`src/rtl/ptw_pkg.sv`:
```
package ptw_pkg;
  // positions of the entry flags the walker interprets
  localparam int EB_PRESENT = 0;
  localparam int EB_ACCESSED = 5;
  localparam int EB_DIRTY = 6;
  localparam int EB_LARGE = 7;
  localparam int EB_GLOBAL = 8;
  localparam int EB_NOEXEC = 63;
  localparam int ENT_W = 64;

  typedef enum logic [2:0] {
    WS_IDLE,
    WS_READ,
    WS_CHECK,
    WS_WB,
    WS_WRITE
  } walk_state_e;
endpackage

```
`src/rtl/ptw_entry_chk.sv`:
```
module ptw_entry_chk
  import ptw_pkg::*;
#(
  parameter int PA_W = 52,
  parameter int IDX_W = 9,
  parameter int LEVELS = 4,
  localparam int LVL_W = $clog2(LEVELS)
) (
  input  logic [ENT_W-1:0] ent,
  input  logic [LVL_W-1:0] lvl,
  output logic             present,
  output logic             leaf,
  output logic             rsvd,
  output logic             noexec
);
  logic big, large_low;
  logic unused_bits;

  assign unused_bits = ^{ent[12:8], ent[6:1]};
  assign present = ent[EB_PRESENT];
  assign noexec = ent[EB_NOEXEC];
  // large-page termination is legal only on the middle levels
  assign big = ent[EB_LARGE] && (lvl != '0) && (int'(lvl) != LEVELS - 1);
  assign leaf = (lvl == '0) || big;

  // low frame bits of a large leaf must be zero
  always_comb begin
    large_low = 1'b0;
    for (int b = 13; b < PA_W; b++) begin
      if (b < 12 + IDX_W * int'(lvl)) large_low = large_low | ent[b];
    end
  end

  assign rsvd = (|ent[62:PA_W]) ||
                ((int'(lvl) == LEVELS - 1) && ent[EB_LARGE]) ||
                (big && large_low);
endmodule

```
`src/rtl/ptw_perm_chk.sv`:
```
module ptw_perm_chk (
  input  logic       wp,
  input  logic       user,
  input  logic       wr,
  input  logic [1:0] comb,
  output logic       allow
);
  // comb[1] = user flag, comb[0] = writable flag
  always_comb begin
    if (user) allow = comb[1] && (!wr || comb[0]);
    else      allow = !wr || comb[0] || !wp;
  end
endmodule

```
`src/rtl/ptw_walker.sv`:
```
module ptw_walker
  import ptw_pkg::*;
#(
  parameter int PA_W = 52,
  parameter int IDX_W = 9,
  parameter int LEVELS = 4,
  localparam int LA_W = 12 + IDX_W * LEVELS,
  localparam int FRAME_W = PA_W - 12,
  localparam int OFF_W = 12 + IDX_W * (LEVELS - 2)
) (
  input  logic               clk,
  input  logic               rst,
  input  logic               req_valid,
  output logic               req_ready,
  input  logic [LA_W-1:0]    req_laddr,
  input  logic [1:0]         req_acc,
  input  logic               req_user,
  input  logic               cfg_wp,
  input  logic               cfg_pge,
  input  logic [PA_W-1:0]    cfg_root,
  output logic               mem_req,
  output logic               mem_we,
  output logic [PA_W-1:0]    mem_addr,
  output logic [ENT_W-1:0]   mem_wdata,
  input  logic               mem_ack,
  input  logic [ENT_W-1:0]   mem_rdata,
  output logic               done,
  output logic               fault,
  output logic [4:0]         fault_code,
  output logic [FRAME_W-1:0] frame,
  output logic [OFF_W-1:0]   off_mask,
  output logic [2:0]         acc_bits
);
  localparam int LVL_W = $clog2(LEVELS);
  localparam int VPN_W = LA_W - 12;
  localparam logic [LVL_W-1:0] TOP = LVL_W'(LEVELS - 1);

  walk_state_e state;
  logic [LVL_W-1:0] lvl_q, leaf_q, wlvl_q;
  logic [VPN_W-1:0] vpn_q;
  logic wr_q, fetch_q, user_q, wp_q, pge_q, nx_q;
  logic [1:0] comb_q;
  logic [ENT_W-1:0] ent_q [LEVELS];
  logic [PA_W-1:0] eaddr_q [LEVELS];
  logic mem_we_q;
  logic [PA_W-1:0] mem_addr_q;
  logic [ENT_W-1:0] mem_wdata_q;
  logic done_q, fault_q;
  logic [4:0] code_q;
  logic [FRAME_W-1:0] frame_q;
  logic [OFF_W-1:0] mask_q;
  logic [2:0] accb_q;
  logic unused_in;

  assign unused_in = ^{req_laddr[11:0], cfg_root[11:0]};

  // entry under inspection
  logic c_present, c_leaf, c_rsvd, c_nx, allow, nx_n;
  logic [1:0] comb_n;
  logic [ENT_W-1:0] cur_ent;
  assign cur_ent = ent_q[lvl_q];
  assign comb_n = comb_q & cur_ent[2:1];
  assign nx_n = nx_q | (c_nx & fetch_q);

  ptw_entry_chk #(.PA_W(PA_W), .IDX_W(IDX_W), .LEVELS(LEVELS)) u_chk (
    .ent(cur_ent), .lvl(lvl_q), .present(c_present), .leaf(c_leaf),
    .rsvd(c_rsvd), .noexec(c_nx)
  );

  ptw_perm_chk u_perm (
    .wp(wp_q), .user(user_q), .wr(wr_q), .comb(comb_n), .allow(allow)
  );

  logic chk_fault;
  logic [4:0] chk_code;
  always_comb begin
    chk_fault = 1'b1;
    chk_code = {fetch_q, 1'b0, user_q, wr_q, 1'b0};
    if (!c_present)      chk_code = {fetch_q, 1'b0, user_q, wr_q, 1'b0};
    else if (c_rsvd)     chk_code = {fetch_q, 1'b1, user_q, wr_q, 1'b1};
    else if (c_leaf && (!allow || nx_n))
                         chk_code = {fetch_q, 1'b0, user_q, wr_q, 1'b1};
    else                 chk_fault = 1'b0;
  end

  // flag write-back for the level being swept
  logic [ENT_W-1:0] ent_w, wb_data;
  logic wb_need, wb_last;
  assign ent_w = ent_q[wlvl_q];
  assign wb_last = (wlvl_q == leaf_q);
  always_comb begin
    wb_data = ent_w;
    wb_data[EB_ACCESSED] = 1'b1;
    if (wb_last) begin
      wb_data[EB_DIRTY] = ent_w[EB_DIRTY] | wr_q;
      wb_need = !ent_w[EB_ACCESSED] || (wr_q && !ent_w[EB_DIRTY]);
    end else begin
      wb_need = !ent_w[EB_ACCESSED];
    end
  end

  // result assembly from the leaf entry
  logic [FRAME_W-1:0] frame_n, vpn_ext;
  logic [OFF_W-1:0] mask_n;
  assign vpn_ext = FRAME_W'(vpn_q);
  always_comb begin
    for (int k = 0; k < FRAME_W; k++)
      frame_n[k] = (k < IDX_W * int'(leaf_q)) ? vpn_ext[k] : ent_q[leaf_q][12 + k];
    for (int b = 0; b < OFF_W; b++)
      mask_n[b] = (b < 12 + IDX_W * int'(leaf_q));
  end

  always_ff @(posedge clk) begin
    if (rst) begin
      state <= WS_IDLE;
      lvl_q <= '0; leaf_q <= '0; wlvl_q <= '0;
      vpn_q <= '0; comb_q <= '0; nx_q <= 1'b0;
      wr_q <= 1'b0; fetch_q <= 1'b0; user_q <= 1'b0; wp_q <= 1'b0; pge_q <= 1'b0;
      for (int i = 0; i < LEVELS; i++) begin
        ent_q[i] <= '0;
        eaddr_q[i] <= '0;
      end
      mem_we_q <= 1'b0; mem_addr_q <= '0; mem_wdata_q <= '0;
      done_q <= 1'b0; fault_q <= 1'b0; code_q <= '0;
      frame_q <= '0; mask_q <= '0; accb_q <= '0;
    end else begin
      done_q <= 1'b0;
      case (state)
        WS_IDLE: if (req_valid) begin
          vpn_q <= req_laddr[LA_W-1:12];
          wr_q <= req_acc[0];
          fetch_q <= (req_acc == 2'b10);
          user_q <= req_user; wp_q <= cfg_wp; pge_q <= cfg_pge;
          comb_q <= 2'b11; nx_q <= 1'b0;
          lvl_q <= TOP;
          mem_we_q <= 1'b0;
          mem_addr_q <= {cfg_root[PA_W-1:12], req_laddr[LA_W-1 -: IDX_W], 3'b000};
          state <= WS_READ;
        end
        WS_READ: if (mem_ack) begin
          ent_q[lvl_q] <= mem_rdata;
          eaddr_q[lvl_q] <= mem_addr_q;
          state <= WS_CHECK;
        end
        WS_CHECK: begin
          comb_q <= comb_n;
          nx_q <= nx_n;
          if (chk_fault) begin
            done_q <= 1'b1; fault_q <= 1'b1; code_q <= chk_code;
            frame_q <= '0; mask_q <= '0; accb_q <= '0;
            state <= WS_IDLE;
          end else if (c_leaf) begin
            leaf_q <= lvl_q;
            wlvl_q <= TOP;
            state <= WS_WB;
          end else begin
            lvl_q <= lvl_q - LVL_W'(1);
            mem_addr_q <= {cur_ent[PA_W-1:12],
                           vpn_q[IDX_W * (int'(lvl_q) - 1) +: IDX_W], 3'b000};
            state <= WS_READ;
          end
        end
        WS_WB: begin
          if (wb_need) begin
            mem_we_q <= 1'b1;
            mem_addr_q <= eaddr_q[wlvl_q];
            mem_wdata_q <= wb_data;
            state <= WS_WRITE;
          end else if (wb_last) begin
            done_q <= 1'b1; fault_q <= 1'b0; code_q <= '0;
            frame_q <= frame_n; mask_q <= mask_n;
            accb_q <= {pge_q & ent_q[leaf_q][EB_GLOBAL], comb_q};
            state <= WS_IDLE;
          end else begin
            wlvl_q <= wlvl_q - LVL_W'(1);
          end
        end
        WS_WRITE: if (mem_ack) begin
          mem_we_q <= 1'b0;
          if (wb_last) begin
            done_q <= 1'b1; fault_q <= 1'b0; code_q <= '0;
            frame_q <= frame_n; mask_q <= mask_n;
            accb_q <= {pge_q & ent_q[leaf_q][EB_GLOBAL], comb_q};
            state <= WS_IDLE;
          end else begin
            wlvl_q <= wlvl_q - LVL_W'(1);
            state <= WS_WB;
          end
        end
        default: state <= WS_IDLE;
      endcase
    end
  end

  assign req_ready = (state == WS_IDLE);
  assign mem_req = (state == WS_READ) || (state == WS_WRITE);
  assign mem_we = mem_we_q;
  assign mem_addr = mem_addr_q;
  assign mem_wdata = mem_wdata_q;
  assign done = done_q;
  assign fault = fault_q;
  assign fault_code = code_q;
  assign frame = frame_q;
  assign off_mask = mask_q;
  assign acc_bits = accb_q;


  req_hold_chk: assert property (@(posedge clk) disable iff (rst)
    (mem_req && !mem_ack) |=> (mem_req && $stable(mem_addr) && $stable(mem_we)));

  done_pulse_chk: assert property (@(posedge clk) disable iff (rst)
    done |=> !done);

  np_code_chk: assert property (@(posedge clk) disable iff (rst)
    (done && fault && !fault_code[0]) |-> !fault_code[3]);

  wb_acc_chk: assert property (@(posedge clk) disable iff (rst)
    (mem_req && mem_we) |-> mem_wdata[EB_ACCESSED]);

  fault_zero_chk: assert property (@(posedge clk) disable iff (rst)
    (done && fault) |-> (frame == '0 && off_mask == '0 && acc_bits == '0));

  mask_floor_chk: assert property (@(posedge clk) disable iff (rst)
    (done && !fault) |-> (off_mask[11:0] == 12'hFFF));
endmodule

```
`config.mk`:
```
export PLATFORM = sky130hd
export DESIGN_NAME = ptw_walker
export DESIGN_NICKNAME = d
export VERILOG_FILES = /design/src/rtl/ptw_pkg.sv /design/src/rtl/ptw_entry_chk.sv /design/src/rtl/ptw_perm_chk.sv /design/src/rtl/ptw_walker.sv
export SDC_FILE = /design/constraint.sdc
export NUM_CORES = 1
export LEC_CHECK = 0
export BUFFER_PORTS_ARGS = -buffer_cell sky130_fd_sc_hd__buf_2
export CAP_MARGIN = 10
export CELL_PAD_IN_SITES_DETAIL_PLACEMENT = 0
export CELL_PAD_IN_SITES_GLOBAL_PLACEMENT = 2
export CORE_AREA = 2 2 292 294
export CTS_CLUSTER_SIZE = 25
export DETAILED_ROUTE_END_ITERATION = 7
export DIE_AREA = 0 0 294 296
export GPL_ROUTABILITY_DRIVEN = 0
export MAX_ROUTING_LAYER = met4
export PLACE_DENSITY = 0.75
export SLEW_MARGIN = 40
export SYNTH_ARGS = -nofsm -noshare
export SYNTH_HDL_FRONTEND = slang
export SYNTH_SLANG_ARGS = --single-unit
```
`constraint.sdc`:
```
create_clock -name clk -period 21.3 [get_ports clk]
set_clock_uncertainty 0.1 [all_clocks]
set_input_delay 3.195 -clock clk [delete_from_list [all_inputs] [get_ports clk]]
set_output_delay 3.195 -clock clk [all_outputs]
set_load 0.005 [all_outputs]
```
Word-level counts from Yosys, hierarchy flattened
Memories as Yosys holds them, arrays and structs flattened. A register that Yosys moved wholly into a read port is not among the register bits.
Cells that the tools add are included.
{"block": "op_classes", "addsub": 5, "multipliers": 3, "div_mod_pow": 0, "order_cmp": 109, "eq_ne": 18, "shifts": 1, "n_mux": 168, "n_bitwise": 44, "reduce_logical": 40}
{"cell": "< comparator 6 x 32 -> 1 bit (first input constant)", "count": 45}
{"cell": "< comparator 7 x 32 -> 1 bit (first input constant)", "count": 28}
{"cell": "< comparator 5 x 32 -> 1 bit (first input constant)", "count": 19}
{"cell": "2-to-1 mux 52 bit", "count": 5}
{"cell": "< comparator 4 x 32 -> 1 bit (first input constant)", "count": 8}
{"cell": "2-to-1 mux 40 bit", "count": 4}
{"cell": "case mux 52 bit (3 select lines)", "count": 1}
{"cell": "< comparator 3 x 32 -> 1 bit (first input constant)", "count": 4}
{"cell": "2-to-1 mux 30 bit", "count": 4}
{"cell": "case mux 40 bit (3 select lines)", "count": 1}
{"cell": "2-to-1 mux 1 bit", "count": 105}
{"cell": "case mux 30 bit (3 select lines)", "count": 1}
{"cell": "< comparator 1 x 32 -> 1 bit (first input constant)", "count": 2}
{"cell": "< comparator 2 x 32 -> 1 bit (first input constant)", "count": 2}
{"cell": "2-to-1 mux 64 bit", "count": 1}
{"cell": "OR reduction 64 bit", "count": 1}
{"cell": "OR reduction 52 bit", "count": 1}
{"cell": "2-to-1 mux 2 bit", "count": 21}
{"cell": "bitwise OR 1 bit", "count": 40}
{"cell": "variable part select 36 x 8 -> 9 bit", "count": 1}
{"cell": "adder 5 x 32 -> 32 bit (first input constant)", "count": 1}
{"cell": "2-to-1 mux 3 bit", "count": 9}
{"cell": "2-to-1 mux 5 bit", "count": 4}
{"cell": "!= test 2 bit (second input constant)", "count": 9}
{"cell": "37 further kinds", "count": 71}
{"block": "totals", "ff_bits": 250, "latch_bits": 0, "ramBits": 464, "mem_bits_ro": 0, "input_bits": 173, "output_inout_bits": 199, "elab_cells": 411, "n_memories": 2}
{"memory": "ent_q", "depth": 4, "width": 64, "rd": 3, "rd_ports_with_merged_regs": 3, "wr": 4, "line": "ptw_walker.sv:43", "source": "logic [ENT_W-1:0] ent_q [LEVELS];"}
{"memory": "eaddr_q", "depth": 4, "width": 52, "rd": 1, "rd_ports_with_merged_regs": 1, "wr": 4, "line": "ptw_walker.sv:44", "source": "logic [PA_W-1:0] eaddr_q [LEVELS];"}

Longest topological paths before layout
{"block": "logic_depth", "depth_word": 88, "mapped_depth": 15, "depth_no_buf": 9}

By module
From an unflattened synthesis, not the netlist that was laid out.
{"block": "unflattened", "cells_unflattened": 2624, "hier_area_um2": 33283.2}
{"module": "ptw_walker", "instances": 1, "cells_per_inst": 2599, "area_each_um2": 33136.8, "seq_area_each_um2": 18657.9}
{"module": "ptw_entry_chk", "instances": 1, "cells_per_inst": 21, "area_each_um2": 125.1, "seq_area_each_um2": 0.0}
{"module": "ptw_perm_chk", "instances": 1, "cells_per_inst": 4, "area_each_um2": 21.3, "seq_area_each_um2": 0.0}

Worst setup path after synthesis
OpenSTA, ideal clock, no wires.
{"block": "synth_path", "kind": "input-to-reg", "start": "input port mem_ack", "end": "memory eaddr_q[3][0], enable pin", "setup_time_ns": 0.906, "t_arrival_ns": 14.880, "required_ns": 20.294, "slack_ns": 5.414, "stages": 2, "path_buffers": 0, "cell_sequence": "nand2b_1 o41ai_1"}
{"item": "start: declaration", "line": "ptw_walker.sv:25", "source": "input logic mem_ack,"}
{"item": "end: declaration", "line": "ptw_walker.sv:44"}

Final worst setup path
{"block": "layout_path", "start": "register state[0]", "end": "output port mem_req"}
{"block": "layout_between", "elab_chain_cells": 2, "word_cells_on_any_way": 3, "classes_between": "eq/ne (2); reduce/logical (1)"}
{"item": "start: declaration", "line": "ptw_walker.sv:38", "source": "walk_state_e state;"}
{"item": "start signal: assignment", "line": "ptw_walker.sv:115", "source": "state <= WS_IDLE;"}
{"item": "start signal: assignment", "line": "ptw_walker.sv:138", "source": "state <= WS_READ;"}
{"item": "start signal: assignment", "line": "ptw_walker.sv:143", "source": "state <= WS_CHECK;"}
{"item": "== test 3 x 1 -> 1 bit or == test 3 bit (tied branches)", "line": "ptw_walker.sv:196", "source": "assign mem_req = (state == WS_READ) || (state == WS_WRITE);"}
{"item": "logical OR 1 bit (*)", "line": "ptw_walker.sv:196"}
{"item": "end: declaration", "line": "ptw_walker.sv:21", "source": "output logic mem_req,"}
Every way passes the cells marked *; elsewhere a longest branch is shown, timed or not.

==> metrics.csv <==
stage,metric,value,unit
outcome,outcome,completed,
cts,cts_root_buffer,clkbuf_16,
synthesis,ys_ff_latch,701,
global_routing,overflow,0,
cts,cts.sinks,701,
synthesis,ys_types,67,
cts,cts_inserted_buffers,80,
global_routing,grt_max_degree,87,
cts,cts_tree,yes,
timing,fmax,161,MHz
route,routedWlPerCell,26.7,µm
global_routing,antenna_found_initial,22,
place,post_dp_cell_area,35800,µm²
route,drt_iter0_markers,1911,
global_routing,track_usage,25.6,%
synthesis,synth_enable_flop_cells,464,
route,routed-via-count,23000,
route,viasPerCell,5.62,
route,drc,0,
hold_path,hp-class,reg2reg,
synthesis,synth.avg_cell_area,12.4,µm²
synthesis,yosysTopAreaCell,edfxtp_1,
finish,fin_nets,3095,
timing,tightest_slew,0.889,ns
synthesis,synth_cells,2682,
synthesis,yosysTopAreaCellShare,41.9,%
critical_path,max_stage_delay,0.60,ns
finish,post-route-util,45.8,%
synthesis,async_flop_share,0,%
floorplanning,num_rows,107,
finish,synthToLayoutAreaGrowth,16.1,%
synthesis,synth_area_leaders,"edfxtp_1 42%, mux4_2 15%, dfxtp_1 14%",
floorplanning,io-pin-count,372,
critical_path,worstPathArrival,2.90,ns
synthesis,ys_top_cells_by_count,"468 x and2_1, 464 x edfxtp_1, 379 x nand2_1, 237 x dfxtp_1, 215 x mux4_2",
cts,cts.repair.resized,0,
synthesis,synth_area,33200,µm²
critical_path,path_buf_inv,4,
critical_path,crit_top_cell,buf_4,
critical_path,critical_path.cell_chain,buf_4 -> clkinv_1 -> buf_4 -> nand2_1 -> a21oi_1 -> buf_2,
floorplanning,die_h,296,µm
place,numPortBuffers,347,
synthesis,synth_flop_cell,edfxtp_1,
timing,rsz0062_at_grt,no,
critical_path,crit_required,18.01,ns
critical_path,start_kind,flop,
floorplanning,initial_core_util,39.5,%
timing,slew_viol_final,0,
timing,slew_headroom,40.7,%
timing,fin_crit_sh,29.1,%
finish,final_area,38600,µm²
power,ir_drop,53.0,µV
critical_path,path_delay_family,buffers and inverters,
power,report.power.total,3.65,mW
cts,holdBufCountCts,0,
global_routing,grt_pass1_vias,22900,
cts,clk_path_buf_depth,3,
critical_path,slowest_stage,buf_4,
route,drt_first_pass_iters,5,
place,hpwlAfterDp,67.8,mm
cts,post-cts-setup-buffer-count,0,
timing,finalHoldViolCount,0,
synthesis,synthesis.nets,2862,
cts,worstSkewPairLatency,0.63,ns
floorplanning,die-area,87000,µm²
cts,clkTransAtPathRegs,0.06,ns
synthesis,seq_area_frac_synth,56.2,%
timing,fin_hold_ws,0.349,ns
power,power_leakage,14.1,nW
cts,cts.htree.levels,3,
critical_path,crit_path_end_kind,output port,
floorplanning,die_x,294,µm
timing,period_needed,6.20,ns
finish,drive_gt1_share,26.4,%
route,drtAntennaViolNets,0,
route,wl,109,mm
timing,setup_violations,0,
critical_path,criticalPathCategory,reg2out,
synthesis,synth.yosys.warnings,0,
floorplanning,coreArea,84200,µm²
global_routing,grt_pass1_wl,157,mm
critical_path,cp_max_fo,61,
power,power_density,94.5,nW/µm²
synthesis,synth.most_common_cell,and2_1,
job,max_cap_viol_count,0,
timing,setup_tns,0,ns
metrics by stage:
stage	setup slack, ns	cells
after global routing	15.00	4082
after global placement	14.41	3914
after CTS	15.06	4066
after detailed placement	14.64	3919
final	15.10	4086
after floorplan	5.41	2682
cells in the final DEF (no fill, tap or decap), types with 9 or more instances in the layout:
| cell type | synthesis | final |
|---|---|---|
| inv_1 | 13 | 11 |
| nand3_1 | 63 | 63 |
| a211oi_1 | 10 | 10 |
| mux4_2 | 215 | 215 |
| nand2_1 | 379 | 378 |
| nand2b_1 | 9 | 9 |
| nor3_1 | 51 | 50 |
| nor4_1 | 14 | 14 |
| o211ai_1 | 41 | 41 |
| clkbuf_1 | 169 | 24 |
| nor2_1 | 43 | 42 |
| and2_1 | 468 | 466 |
| a31o_2 | 19 | 19 |
| buf_4 | 24 | 26 |
| edfxtp_1 | 464 | 464 |
| clkinv_2 | 0 | 13 |
| o21ai_0 | 40 | 40 |
| a31o_1 | 14 | 14 |
| dfxtp_1 | 237 | 229 |
| mux2i_1 | 51 | 51 |
| a21oi_1 | 181 | 181 |
| buf_6 | 4 | 10 |
| o21ai_1 | 11 | 10 |
| diode_2 | 0 | 16 |
| clkbuf_16 | 0 | 83 |
| buf_2 | 20 | 346 |
| o31ai_1 | 10 | 10 |
report_power, final:
group	total (mW)	internal, mW	switching [mW]
clock	1.41	0.836	0.570
combinational	0.631	0.229	0.402
sequential	1.61	1.54	0.0738
sequential cells by signal (all words and copies together) (netlist names), named ones only:
| name | cells |
|---|---|
| fault | 1 |
| pge_q | 1 |
| comb_q | 2 |
| lvl_q | 2 |
| mem_wdata | 64 |
| wr_q | 1 |
| state | 3 |
| acc_bits | 3 |
| off_mask | 11 |
| done | 1 |
| nx_q | 1 |
| eaddr_q | 208 |
| mem_we | 1 |
| user_q | 1 |
| frame | 40 |
| ent_q | 256 |
| fault_code | 5 |
| wp_q | 1 |
| leaf_q | 2 |
| mem_addr | 52 |
| wlvl_q | 2 |
| vpn_q | 36 |
| fetch_q | 1 |
worst paths after layout:
path,startpoint,endpoint,slack (ns),cells after the start
setup / recovery,state[0]$_SDFFE_PP0P_,mem_req,15.10,6
hold / removal,acc_bits[0]$_SDFFE_PP0P_,acc_bits[0]$_SDFFE_PP0P_,0.35,2
setup reg to reg,flop,off_mask[29]$_SDFFE_PP0P_,16.36,9
hold reg to reg,acc_bits[0]$_SDFFE_PP0P_,acc_bits[0]$_SDFFE_PP0P_,0.35,2
metal layers:
layer,global-route usage [%],wire length (µm)
met1,33.6,46000
met2,39.6,51100
met3,6.30,9420
met4,7.07,2630
met5,-,0
kinds of logic after synthesis:
logic type / synth area share [%]
multiplexers: 16.3
flip-flops: 56.2
AND/OR/NAND/NOR: 16.5
XOR/XNOR: 0.0527
adder cells (fa/ha/maj): 0.263
AO/OA/AOI/OAI: 7.44
buffers and inverters: 3.32
final cells by class:
| type | instances | area [µm²] |
|---|---|---|
| Tap cell | 1090 | 1360 |
| Inverter | 13 | 48.8 |
| Clock buffer | 114 | 2260 |
| Sequential cell | 701 | 18700 |
| Multi-Input combinational cell | 1726 | 13500 |
| Antenna cell | 16 | 40.0 |
| Fill cell | 7693 | 45600 |
| Timing Repair Buffer | 393 | 2260 |
| Clock inverter | 33 | 384 |
worst reg2reg max path, stage by stage, from the launching register on:
cell and delay [ns]:
dfxtp_4 0.49, buf_6 0.60, mux4_2 0.76, o41ai_1 0.62
o21ai_1 0.17, o31a_4 0.38, o21bai_4 0.46, buf_4 0.63
nor2_1 0.33, a22o_1 0.30
(Power assumes the default switching activity.)
